`src/rtl/spim_pkg.sv`:
```
package spim_pkg;
  localparam int DATA_W = 24;
  localparam int LEN_W  = 5;

  localparam logic [7:0] A_CTRL0 = 8'h00;
  localparam logic [7:0] A_CTRL1 = 8'h04;
  localparam logic [7:0] A_STAT  = 8'h08;
  localparam logic [7:0] A_PEEK  = 8'h0C;
  localparam logic [7:0] A_DATA  = 8'h20;
  localparam logic [7:0] A_HOLD  = 8'h30;

  localparam int C0_VARW  = 14;
  localparam int C0_EN    = 11;
  localparam int C0_PHI   = 10;
  localparam int C0_CLR   = 9;
  localparam int C0_PHO   = 8;
  localparam int C0_POL   = 7;
  localparam int C0_MSBO  = 6;
  localparam int C1_IDLIE = 7;
  localparam int C1_TXEIE = 6;
  localparam int C1_MSBI  = 1;
  localparam int C1_KEEP  = 0;

  typedef struct packed {
    logic              hold;
    logic [LEN_W-1:0]  len;
    logic [DATA_W-1:0] data;
  } tx_entry_t;

  typedef enum logic [1:0] {ST_IDLE, ST_SHIFT, ST_GAP} sh_state_t;

  function automatic logic [LEN_W-1:0] clamp_len(input logic [7:0] raw);
    if (raw == 8'd0) return LEN_W'(1);
    if (raw > 8'(DATA_W)) return LEN_W'(DATA_W);
    return raw[LEN_W-1:0];
  endfunction
endpackage

```
`src/rtl/spim_fifo.sv`:
```
module spim_fifo #(
  parameter int W     = 8,
  parameter int DEPTH = 4,
  localparam int PW   = (DEPTH > 1) ? $clog2(DEPTH) : 1,
  localparam int CW   = $clog2(DEPTH + 1)
) (
  input  logic          clk,
  input  logic          rst_n,
  input  logic          clr,
  input  logic          push,
  input  logic [W-1:0]  din,
  input  logic          pop,
  output logic [W-1:0]  dout,
  output logic [CW-1:0] count,
  output logic          full,
  output logic          empty
);
  logic [W-1:0]  mem [DEPTH];
  logic [PW-1:0] wp, rp;
  logic          do_push, do_pop;

  assign full    = (count == CW'(DEPTH));
  assign empty   = (count == '0);
  assign do_push = push && !full;
  assign do_pop  = pop && !empty;
  assign dout    = mem[rp];

  function automatic logic [PW-1:0] nxt(input logic [PW-1:0] p);
    return (p == PW'(DEPTH - 1)) ? '0 : p + PW'(1);
  endfunction

  always_ff @(posedge clk or negedge rst_n) begin
    if (!rst_n) begin
      wp <= '0; rp <= '0; count <= '0;
    end else if (clr) begin
      wp <= '0; rp <= '0; count <= '0;
    end else begin
      if (do_push) wp <= nxt(wp);
      if (do_pop)  rp <= nxt(rp);
      if (do_push && !do_pop) count <= count + CW'(1);
      else if (do_pop && !do_push) count <= count - CW'(1);
    end
  end

  always_ff @(posedge clk) begin
    if (do_push) mem[wp] <= din;
  end
endmodule

```
`src/rtl/spim_shifter.sv`:
```
module spim_shifter
  import spim_pkg::*;
#(
  parameter int DIV_W = 12
) (
  input  logic              clk,
  input  logic              rst_n,
  input  logic              en,
  input  logic              clr,
  input  logic              cpol,
  input  logic              cpha_o,
  input  logic              cpha_i,
  input  logic              msb_o,
  input  logic              msb_i,
  input  logic              keep_in,
  input  logic [DIV_W-1:0]  div,
  input  tx_entry_t         tx_head,
  input  logic              tx_empty,
  output logic              tx_pop,
  output logic              rx_push,
  output logic [DATA_W-1:0] rx_word,
  input  logic              miso,
  output logic              sclk,
  output logic              mosi,
  output logic              cs_n,
  output logic              busy,
  output logic [LEN_W-1:0]  bitcnt
);
  sh_state_t         st;
  logic [DIV_W-1:0]  cnt;
  logic              sclk_rel, gap_ph, cur_hold;
  logic [LEN_W-1:0]  cur_len;
  logic [DATA_W-1:0] tx_sh, rx_sh, rx_next, tx_adv;
  logic              tick, last_bit, do_load, done;

  assign tick     = (cnt == div);
  assign last_bit = (bitcnt == cur_len - LEN_W'(1));
  assign rx_next  = msb_i ? {rx_sh[DATA_W-2:0], miso} : {miso, rx_sh[DATA_W-1:1]};
  assign tx_adv   = msb_o ? {tx_sh[DATA_W-2:0], 1'b0} : {1'b0, tx_sh[DATA_W-1:1]};
  assign do_load  = en && !clr && !tx_empty &&
                    ((st == ST_IDLE) || (st == ST_GAP && tick && gap_ph));
  assign done     = en && !clr && (st == ST_SHIFT) && tick && sclk_rel && last_bit;

  assign tx_pop  = do_load;
  assign rx_push = done;
  assign rx_word = cpha_i ? rx_next : rx_sh;
  assign sclk    = cpol ^ sclk_rel;
  assign mosi    = msb_o ? tx_sh[DATA_W-1] : tx_sh[0];
  assign busy    = (st != ST_IDLE);

  always_ff @(posedge clk or negedge rst_n) begin
    if (!rst_n) begin
      st <= ST_IDLE; cnt <= '0; sclk_rel <= 1'b0; gap_ph <= 1'b0;
      cur_hold <= 1'b0; cur_len <= LEN_W'(1); bitcnt <= '0;
      tx_sh <= '0; rx_sh <= '0; cs_n <= 1'b1;
    end else if (clr || !en) begin
      st <= ST_IDLE; cnt <= '0; sclk_rel <= 1'b0; gap_ph <= 1'b0;
      bitcnt <= '0; cs_n <= 1'b1;
    end else if (do_load) begin
      st <= ST_SHIFT; cnt <= '0; sclk_rel <= 1'b0; gap_ph <= 1'b0;
      bitcnt <= '0; cs_n <= 1'b0;
      tx_sh <= tx_head.data; cur_len <= tx_head.len; cur_hold <= tx_head.hold;
      if (!keep_in) rx_sh <= '0;
    end else begin
      case (st)
        ST_SHIFT: begin
          if (tick) begin
            cnt <= '0;
            if (!sclk_rel) begin
              sclk_rel <= 1'b1;
              if (!cpha_i) rx_sh <= rx_next;
              if (cpha_o && bitcnt != '0) tx_sh <= tx_adv;
            end else begin
              sclk_rel <= 1'b0;
              if (cpha_i) rx_sh <= rx_next;
              if (last_bit) begin
                st   <= ST_GAP;
                cs_n <= ~cur_hold;
              end else begin
                bitcnt <= bitcnt + LEN_W'(1);
                if (!cpha_o) tx_sh <= tx_adv;
              end
            end
          end else begin
            cnt <= cnt + DIV_W'(1);
          end
        end
        ST_GAP: begin
          if (tick) begin
            cnt <= '0;
            if (!gap_ph) gap_ph <= 1'b1;
            else begin
              gap_ph <= 1'b0;
              st     <= ST_IDLE;
            end
          end else begin
            cnt <= cnt + DIV_W'(1);
          end
        end
        default: cnt <= '0;
      endcase
    end
  end
endmodule

```
`src/rtl/spim_top.sv`:
```
module spim_top
  import spim_pkg::*;
#(
  parameter int DEPTH = 4,
  parameter int DIV_W = 12,
  localparam int CW   = $clog2(DEPTH + 1)
) (
  input  logic        clk,
  input  logic        rst_n,
  input  logic        bus_wr,
  input  logic        bus_rd,
  input  logic [7:0]  bus_addr,
  input  logic [31:0] bus_wdata,
  output logic [31:0] bus_rdata,
  output logic        spi_sclk,
  output logic        spi_mosi,
  input  logic        spi_miso,
  output logic        spi_cs_n,
  output logic        irq
);
  logic [31:0]       ctrl0_q, ctrl1_q;
  logic              clr_p, busy_w;
  tx_entry_t         tx_in, tx_head;
  logic              tx_push, tx_pop, tx_full, tx_empty;
  logic              rx_push, rx_pop, rx_full, rx_empty;
  logic [DATA_W-1:0] rx_in, rx_head;
  logic [CW-1:0]     tx_lvl, rx_lvl;
  logic [LEN_W-1:0]  bitcnt;

  assign clr_p = bus_wr && bus_addr == A_CTRL0 && bus_wdata[C0_CLR];

  always_ff @(posedge clk or negedge rst_n) begin
    if (!rst_n) begin
      ctrl0_q <= '0;
      ctrl1_q <= '0;
    end else if (bus_wr) begin
      if (bus_addr == A_CTRL0) ctrl0_q <= bus_wdata & ~(32'd1 << C0_CLR);
      if (bus_addr == A_CTRL1) ctrl1_q <= bus_wdata;
    end
  end

  assign tx_push    = bus_wr && (bus_addr == A_DATA || bus_addr == A_HOLD);
  assign tx_in.hold = (bus_addr == A_HOLD);
  assign tx_in.len  = clamp_len(ctrl0_q[C0_VARW] ? bus_wdata[31:24]
                                                 : {2'b00, ctrl0_q[5:0]});
  assign tx_in.data = bus_wdata[DATA_W-1:0];
  assign rx_pop     = bus_rd && bus_addr == A_DATA;

  spim_fifo #(.W($bits(tx_entry_t)), .DEPTH(DEPTH)) u_txq (
    .clk, .rst_n, .clr(clr_p), .push(tx_push), .din(tx_in), .pop(tx_pop),
    .dout(tx_head), .count(tx_lvl), .full(tx_full), .empty(tx_empty));

  spim_fifo #(.W(DATA_W), .DEPTH(DEPTH)) u_rxq (
    .clk, .rst_n, .clr(clr_p), .push(rx_push), .din(rx_in), .pop(rx_pop),
    .dout(rx_head), .count(rx_lvl), .full(rx_full), .empty(rx_empty));

  spim_shifter #(.DIV_W(DIV_W)) u_sh (
    .clk, .rst_n, .en(ctrl0_q[C0_EN]), .clr(clr_p),
    .cpol(ctrl0_q[C0_POL]), .cpha_o(ctrl0_q[C0_PHO]), .cpha_i(ctrl0_q[C0_PHI]),
    .msb_o(ctrl0_q[C0_MSBO]), .msb_i(ctrl1_q[C1_MSBI]), .keep_in(ctrl1_q[C1_KEEP]),
    .div(ctrl0_q[31:32-DIV_W]), .tx_head, .tx_empty, .tx_pop,
    .rx_push, .rx_word(rx_in), .miso(spi_miso), .sclk(spi_sclk), .mosi(spi_mosi),
    .cs_n(spi_cs_n), .busy(busy_w), .bitcnt);

  always_comb begin
    bus_rdata = '0;
    case (bus_addr)
      A_CTRL0: bus_rdata = ctrl0_q;
      A_CTRL1: bus_rdata = ctrl1_q;
      A_STAT:  bus_rdata = {8'(tx_lvl), 8'(rx_lvl), 5'd0, tx_full, tx_empty,
                            rx_full, rx_empty, busy_w, 6'(bitcnt)};
      A_PEEK, A_DATA: bus_rdata = rx_empty ? '0 : 32'(rx_head);
      default: bus_rdata = '0;
    endcase
  end

  assign irq = (ctrl1_q[C1_TXEIE] && tx_empty) || (ctrl1_q[C1_IDLIE] && !busy_w);
endmodule

```
`config.mk`:
```
export PLATFORM = sky130hd
export DESIGN_NAME = spim_top
export DESIGN_NICKNAME = d
export VERILOG_FILES = /design/src/rtl/spim_pkg.sv /design/src/rtl/spim_fifo.sv /design/src/rtl/spim_shifter.sv /design/src/rtl/spim_top.sv
export SDC_FILE = /design/constraint.sdc
export NUM_CORES = 1
export LEC_CHECK = 0
export BUFFER_PORTS_ARGS = -buffer_cell sky130_fd_sc_hd__buf_4
export CAP_MARGIN = 20
export CORE_MARGIN = 5
export CORE_UTILIZATION = 45
export CTS_CLUSTER_SIZE = 12
export DETAILED_ROUTE_END_ITERATION = 12
export PLACE_DENSITY_LB_ADDON = 0.25
export RECOVER_POWER = 25
export SLEW_MARGIN = 20
export SYNTH_ARGS = -nofsm -noshare
export SYNTH_HDL_FRONTEND = slang
export SYNTH_SLANG_ARGS = --single-unit
```
`constraint.sdc`:
```
create_clock -name clk -period 4.25 [get_ports clk]
set_input_delay 0.2125 -clock clk [delete_from_list [all_inputs] [get_ports clk]]
set_output_delay 0.2125 -clock clk [all_outputs]
set_load 0.01 [all_outputs]
```
==> impl_metrics.env, run 1 <==
export IMPL_run_status="finished, violations left"
export IMPL_avgSynthCellArea_sq_um=14.34
export IMPL_io_pins=81
export IMPL_grt_pass1_wl_mm=59.46
export IMPL_drv_cap=1
export IMPL_skew_ns=0.01503
export IMPL_power_density_nw_per_um2=451.3
export IMPL_grt_pass1_vias=10159
export IMPL_synth_top_area_cell="edfxtp_1"
export IMPL_rows=70
export IMPL_hold_violations=0
export IMPL_fin_area_sq_um=19040
export IMPL_post_place_ws_ns=0.8606
export IMPL_synth_area_top_cells="edfxtp_1 (39%), dfrtp_1 (23%), mux4_2 (7.4%)"
export IMPL_synth_top_flop_cell="edfxtp_1"
export IMPL_yosysWarningCount=0
export IMPL_ys_types=68
export IMPL_cts_tree="built"
export IMPL_gp_congestion=0.8259
export IMPL_wire_per_inst_um=21.47
export IMPL_critPathCaptureType="register"
export IMPL_portBuffers=80
export IMPL_power_w=0.008592
export IMPL_syn_area_sq_um=16470
export IMPL_gr_total_overflow=0
export IMPL_most_common_layout_cells="edfxtp_1 (216), dfrtp_1 (149), mux2_2 (86)"
export IMPL_hpwl_mm=25.33
export IMPL_routed_via_density=5.547
export IMPL_yosys_area_top_type_share_pct=39.39
export IMPL_drtAntennaViolNets=0
export IMPL_dp_cells=1658
export IMPL_synth_edf_count=216
export IMPL_ys_ff_latch=369
export IMPL_worst_slew_pin_slew_ns=2.245
export IMPL_tns_ns=0
export IMPL_ir_drop_uv=234.9
export IMPL_fmax_ghz=0.2950
export IMPL_post_route_period_util_pct=79.75
export IMPL_path_clk_slew_ns=0.06
export IMPL_holdPathStages=3
export IMPL_syn_nets=1212
export IMPL_worstPathArrival_ns=3.82
export IMPL_routed_wl_mm=37.89
export IMPL_fin_cells=1765
export IMPL_critPathSlowestCell="dfstp_2"
export IMPL_insertion_delay_ns=0.53
export IMPL_max_slew_margin_rel_pct=-49.67
export IMPL_crit_required_ns=4.68
export IMPL_reg2reg_depth=10
export IMPL_power_static_leakage_nw=7.261
export IMPL_die_height_um=201.3
export IMPL_vias=9790
export IMPL_crit_fanout=9
export IMPL_setup_violations=0
export IMPL_cts_root_buf="clkbuf_16"
export IMPL_yosysSeqAreaShare_pct=62.66
export IMPL_antenna_found_initial=0
export IMPL_hold_class="input pin to register"
export IMPL_drc=0
export IMPL_drive_gt1_share_pct=22.45
export IMPL_dpl_cell_area_sq_um=17600
export IMPL_violations="max-capacitance violations, max-slew violations"
export IMPL_final_nets=1329
export IMPL_crit_path_start_kind="register"
export IMPL_cts_sinks=369
export IMPL_final_common_cell="edfxtp_1"
export IMPL_dieWidth_um=201.3
export IMPL_start_util_pct=45.30
export IMPL_slowest_delay_ns=0.55
export IMPL_drt_iter0_drc=729
export IMPL_grt_max_degree=83
export IMPL_core_area_sq_um=36350
export IMPL_grt_util_all_layers_pct=18.63
export IMPL_rsz0062_at_grt="no"
export IMPL_area_growth_pct=15.62
export IMPL_first_pass_iters=5
export IMPL_cts_setup_buffers=0
export IMPL_die_area_sq_um=40520
export IMPL_ys_async_sr_fraction_pct=41.46
export IMPL_timing_final_ws_setup_ns=0.8606
export IMPL_path_class="register to register"
export IMPL_crit_chain="inv_1 > ha_1 > xnor2_1 > a211o_1 > a2111oi_4 > and4_1 > nor2b_1 > fa_1 > o211a_1 > a211oi_2"
export IMPL_fin_crit_ns=3.389
export IMPL_drv_slew=82
export IMPL_cts_max_path_buffers=3
export IMPL_h_tree_depth=2
export IMPL_synthCells=1148
export IMPL_cts_buffers_inserted=40
path summary, 6_finish.rpt:
check | start | end | slack [ns]
hold reg to reg | ctrl1_q[21] | ctrl1_q[21] | 0.50
setup / recovery | u_sh.cur_len[0] | u_rxq.count[1] | 0.86
min in group asynchronous | rst_n | u_sh.tx_sh[23] | 0.87
setup reg to reg | u_sh.cur_len[0] | u_rxq.count[1] | 0.86
max in group asynchronous | rst_n | u_txq.rp[0] | 1.90
hold / removal | spi_miso | u_sh.rx_sh[0] | 0.09
synthesized netlist by cell type (all sizes together), types with 6 or more instances:
cell	number
mux2	86
ha	17
dfrtp	151
a22oi	14
a21oi	35
and4	6
a22o	6
and3	7
nand2	65
mux2i	62
and2	10
xor2	10
xnor2	25
nand3	36
inv	53
a222oi	13
clkbuf	45
nand4	11
nor3	9
o21ai	78
nor2	62
edfxtp	216
buf	19
mux4	54
metal layers:
metal / part of all wire (%) / vias up / track usage (%)
li1: - / 4569 / -
met1: 45 / 4978 / 25.74
met2: 49 / 187 / 31.15
met3: 3.8 / 56 / 2.853
met4: 2.6 / 0 / 5.078
met5: 0 / - / 0
where the power goes:
| group | switching (W) | internal [W] |
|---|---|---|
| clock network | 0.00135 | 0.00185 |
| registers | 0.000220 | 0.00400 |
| logic | 0.000577 | 0.000592 |
sequential cells by signal, summed over array words and instances (netlist names):
register / count
u_sh.rx_sh: 24
ctrl0_q: 31
u_sh.tx_sh: 24
u_txq.mem: 120
u_sh.st: 2
u_txq.count: 3
u_rxq.count: 3
u_rxq.rp: 2
u_sh.cur_len: 5
u_sh.sclk_rel: 1
u_sh.gap_ph: 1
u_txq.rp: 2
ctrl1_q: 32
u_rxq.mem: 96
u_sh.cs_n: 1
u_sh.cnt: 12
u_sh.cur_hold: 1
u_txq.wp: 2
u_rxq.wp: 2
u_sh.bitcnt: 5
repair_timing:
| item | in CTS | in global routing |
|---|---|---|
| gates resized for setup | 0 | 0 |
| hold endpoints to repair | 231 | 0 |
| hold buffers | 33 | 0 |
| setup endpoints to repair | 0 | 0 |
stage by stage:
stage	utilization, %	hold WS [ns]
after floorplan	-	-0.08309
after detailed placement	48.42	0.3355
after global routing	52.37	0.09720
final	52.38	0.08848
after global placement	48.42	0.3332
after CTS	52.64	0.07766
cells by family (layout without fill, tap and decap cells):
group	Yosys count	count (layout)	synth area share, %
buffers and inverters	117	265	2.918
other	0	1	0
muxes	202	202	17.04
xor gates and xnor gates	35	35	1.953
AOI/OAI and AO/OA	178	178	6.991
DFF	369	369	62.66
and+or+nand+nor	228	228	6.907
adders and majority gates	19	19	1.535
critical path, delay by kind of cell, from the launching register on:
| family | cells | cell delay, ns |
|---|---|---|
| flops | 1 | 0.55 |
| buf+inv | 1 | 0.06 |
| xor+xnor | 1 | 0.12 |
| simple gates | 2 | 0.70 |
| compound gates | 4 | 1.15 |
| fa+ha+maj | 2 | 0.72 |
final cells by class:
cell class                 count  area, sq um
antenna                        1        2.502
clock buffer                  60         1096
clock inverter                13        106.4
fill                        3014        17310
inverter                      53        198.9
multi-input combinational    662         5685
sequential                   369        10320
tap                          468        585.6
timing repair buffer         139         1042
(Power assumes the default switching activity.)
==> run 2, diff against run 1 <==
--- a/config.mk
+++ b/config.mk
@@ -5,6 +5,7 @@
 export SDC_FILE = /design/constraint.sdc
 export NUM_CORES = 1
 export LEC_CHECK = 0
+export ABC_AREA = 1
 export BUFFER_PORTS_ARGS = -buffer_cell sky130_fd_sc_hd__buf_4
 export CAP_MARGIN = 20
 export CORE_MARGIN = 5
==> constraint.sdc (replaced) <==
create_clock -name clk -period 2.94 [get_ports clk]
set_input_delay 0.147 -clock clk [delete_from_list [all_inputs] [get_ports clk]]
set_output_delay 0.147 -clock clk [all_outputs]
set_load 0.01 [all_outputs]
==> run 2 against run 1 <==
Effect of this change:
- the run still ends with max-capacitance violations, max-slew violations left
- clock skew increased by 0.021 ns
- hold slack got worse by 0.036 ns
- setup slack got worse by 0.65 ns
- synthesized cell count increased by 57%
- sequential share of layout area decreased by 1.8 points
- clock-buffer cell count decreased by 8
- clock power increased by 52%
- cell area increased by 3.4%
- register-to-register slack got worse by 0.65 ns
- final cell count increased by 38%
- power increased by 49%
- synthesized area increased by 3.2%
- highest routed layer unchanged
==> impl_metrics.env, run 2 <==
export IMPL_post_route_period_util_pct=92.78
export IMPL_die_height_um=204.3
export IMPL_min_from="bus_addr[4]"
export IMPL_gr_total_overflow=0
export IMPL_fin_crit_ns=2.728
export IMPL_grt_pass1_wl_mm=69.65
export IMPL_drt_iter0_drc=807
export IMPL_drv_cap=1
export IMPL_syn_nets=1861
export IMPL_power_static_leakage_nw=7.923
export IMPL_cts_max_path_buffers=3
export IMPL_grt_busiest_layer="met2"
export IMPL_area_growth_pct=15.86
export IMPL_syn_area_sq_um=16990
export IMPL_ys_async_sr_fraction_pct=41.46
export IMPL_drive_gt1_share_pct=9.959
export IMPL_core_area_sq_um=37490
export IMPL_dp_cells=2331
export IMPL_power_density_nw_per_um2=650.2
export IMPL_hold_class="input pin to register"
export IMPL_largest_reg_flops=120
export IMPL_final_nets=1960
export IMPL_critPathCaptureType="output port"
export IMPL_cts_sinks=369
export IMPL_r2r_start="u_sh.cur_len[0]"
export IMPL_synth_area_top_cells="edfxtp_1 (38%), dfrtp_1 (22%), nand2_1 (8.7%)"
export IMPL_rows=71
export IMPL_gp_congestion=0.8737
export IMPL_grt_max_degree=66
export IMPL_drc=0
export IMPL_grt_util_all_layers_pct=21.02
export IMPL_avgSynthCellArea_sq_um=9.453
export IMPL_reg2reg_depth=16
export IMPL_crit_fanout=17
export IMPL_antenna_found_initial=0
export IMPL_cp_top_family="buffers and inverters"
export IMPL_cts_root_buf="clkbuf_16"
export IMPL_synth_top_flop_cell="edfxtp_1"
export IMPL_setup_violations=0
export IMPL_max_slew_margin_rel_pct=-20.27
export IMPL_grt_pass1_vias=12585
export IMPL_start_util_pct=45.31
export IMPL_run_status="finished, violations left"
export IMPL_tns_ns=0
export IMPL_final_core_util_pct=52.50
export IMPL_use_met1_pct=29.12
export IMPL_n_fill_cell=3393
export IMPL_yosys_top_cells_count="nand2_1 (392), o21ai_0 (276), nor2_1 (218)"
export IMPL_holdPathStages=6
export IMPL_wire_per_inst_um=17.97
export IMPL_portBuffers=80
export IMPL_reg_top3="u_txq.mem (120), u_rxq.mem (96), ctrl1_q (32)"
export IMPL_ys_types=46
export IMPL_drv_slew=66
export IMPL_most_common_layout_cells="nand2_1 (391), o21ai_0 (276), edfxtp_1 (216)"
export IMPL_crit_buf_inv=3
export IMPL_yosysSeqAreaShare_pct=60.74
export IMPL_routed_via_density=5.251
export IMPL_synth_top_area_cell="edfxtp_1"
export IMPL_ir_drop_uv=392.4
export IMPL_path_clk_slew_ns=0.06
export IMPL_path_class="register to output port"
export IMPL_rr_endpoint="u_rxq.count[2]"
export IMPL_top_register="u_txq.mem"
export IMPL_cts_buffers_inserted=41
export IMPL_fin_area_sq_um=19680
export IMPL_final_common_cell="nand2_1"
export IMPL_routed_wl_mm=43.83
export IMPL_critical_path_most_common_cell="inv_1"
export IMPL_vias=12807
export IMPL_insertion_delay_ns=0.54
export IMPL_worstPathArrival_ns=2.58
export IMPL_grtUsageMet2_pct=34.08
export IMPL_crit_path_start_kind="register"
export IMPL_yosys_area_top_type_share_pct=38.18
export IMPL_grtUsageMet3_pct=3.316
export IMPL_crit_required_ns=2.79
export IMPL_synth_edf_count=216
export IMPL_fmax_ghz=0.3666
export IMPL_critPathSlowestCell="dfrtp_1"
export IMPL_worst_slew_pin_slew_ns=1.804
export IMPL_slowest_delay_ns=0.41
export IMPL_synth_most_common_cell="nand2_1"
export IMPL_reg2reg_slack_ns=0.21
export IMPL_io_pins=81
export IMPL_skew_ns=0.03618
export IMPL_hpwl_mm=29.36
export IMPL_fin_cells=2439
export IMPL_violations="max-capacitance violations, max-slew violations"
export IMPL_dieWidth_um=204.3
export IMPL_min_to="u_rxq.count[2]"
export IMPL_hold_violations=0
export IMPL_dpl_cell_area_sq_um=18200
export IMPL_n_antenna_cell=0
export IMPL_drtAntennaViolNets=0
export IMPL_crit_chain="nor3_1 > inv_1 > nand2_1 > inv_1 > a22oi_1 > o221ai_1 > buf_4"
export IMPL_synthCells=1797
export IMPL_yosysWarningCount=0
export IMPL_die_area_sq_um=41740
export IMPL_h_tree_depth=2
export IMPL_ys_ff_latch=369
export IMPL_first_pass_iters=6
export IMPL_rsz0062_at_grt="no"
export IMPL_cts_tree="built"
## run 2: cell count changes after synthesis, sizes merged, moves of 20 or more
cell    before  now
nand2       65  396
mux2i       62    0
mux4        54    0
mux2        86    1
o211ai       2   22
clkbuf      45   78
o22ai        1   49
nor2        62  222
inv         53  161
o21ai       78  322
## run 2: cell families (layout without fill, tap and decap cells)
logic type	count (synthesis)	in the layout	share of synthesized area, %
simple gates	694	694	16.45
flops	369	369	60.74
xor+xnor	20	20	1.031
buf+inv	258	389	6.069
compound gates	436	436	14.16
mux	1	1	0.06628
fa+ha+maj	19	19	1.488
## run 2: power breakdown
| part | switching, W | internal [W] | total (W) |
|---|---|---|---|
| combinational | 0.00136 | 0.000694 | 0.00206 |
| sequential | 0.000166 | 0.00572 | 0.00588 |
| clock | 0.00205 | 0.00280 | 0.00485 |
| total | 0.00358 | 0.00922 | 0.0128 |
## run 2: per-stage QoR
step           power, W  hold slack, ns  setup WS (ns)
2_1_floorplan  0.007361         -0.1486        -0.1778
3_3_place_gp   0.007971          0.2015         0.3005
3_5_place_dp   0.008038          0.2139         0.2562
4_1_cts         0.01292         0.02472         0.2367
5_1_grt         0.01344         0.06843        0.01953
6_report        0.01280         0.05213         0.2124
## run 2: how the worst max path moves through the flow
stage	from	to	depth (start not counted)
CTS	u_sh.cur_len[0]	u_rxq.count[2]	16
floorplan	u_sh.cur_len[0]	u_rxq.mem[0][0]	10
global placement	u_sh.cur_len[0]	u_rxq.count[2]	16
global route	u_sh.cur_len[0]	u_rxq.count[2]	17
detailed placement	u_sh.cur_len[0]	u_rxq.count[2]	16
finish	u_rxq.count[1]	bus_rdata[6]	7
## run 2: final cells by class
| type | instances | area (sq um) | area share [%] |
|---|---|---|---|
| clock buffer | 52 | 1087 | 5.524 |
| inverter | 162 | 610.6 | 3.102 |
| clock inverter | 23 | 181.4 | 0.9218 |
| sequential | 369 | 10320 | 52.43 |
| multi-input combinational | 1170 | 5667 | 28.79 |
| timing repair buffer | 152 | 1177 | 5.982 |
| tap | 511 | 639.4 | 3.249 |
## run 2: per-layer routing
metal	wire length [um]	share of wire (%)
met3	2627	6.0
met2	20590	47
met1	19110	44
met4	1508	3.4
met5	0	0
## run 2: worst min-delay path: cells and delay by family
kind / cells / cell delay (ns)
buffers and inverters: 2 / 0.16
AND/OR/NAND/NOR: 4 / 0.23
## run 2: timing repair
item	in CTS	in global routing
hold endpoints to repair	196	0
hold buffers	33	0
setup endpoints to repair	0	0
setup buffers	0	0
gates resized for setup	0	0
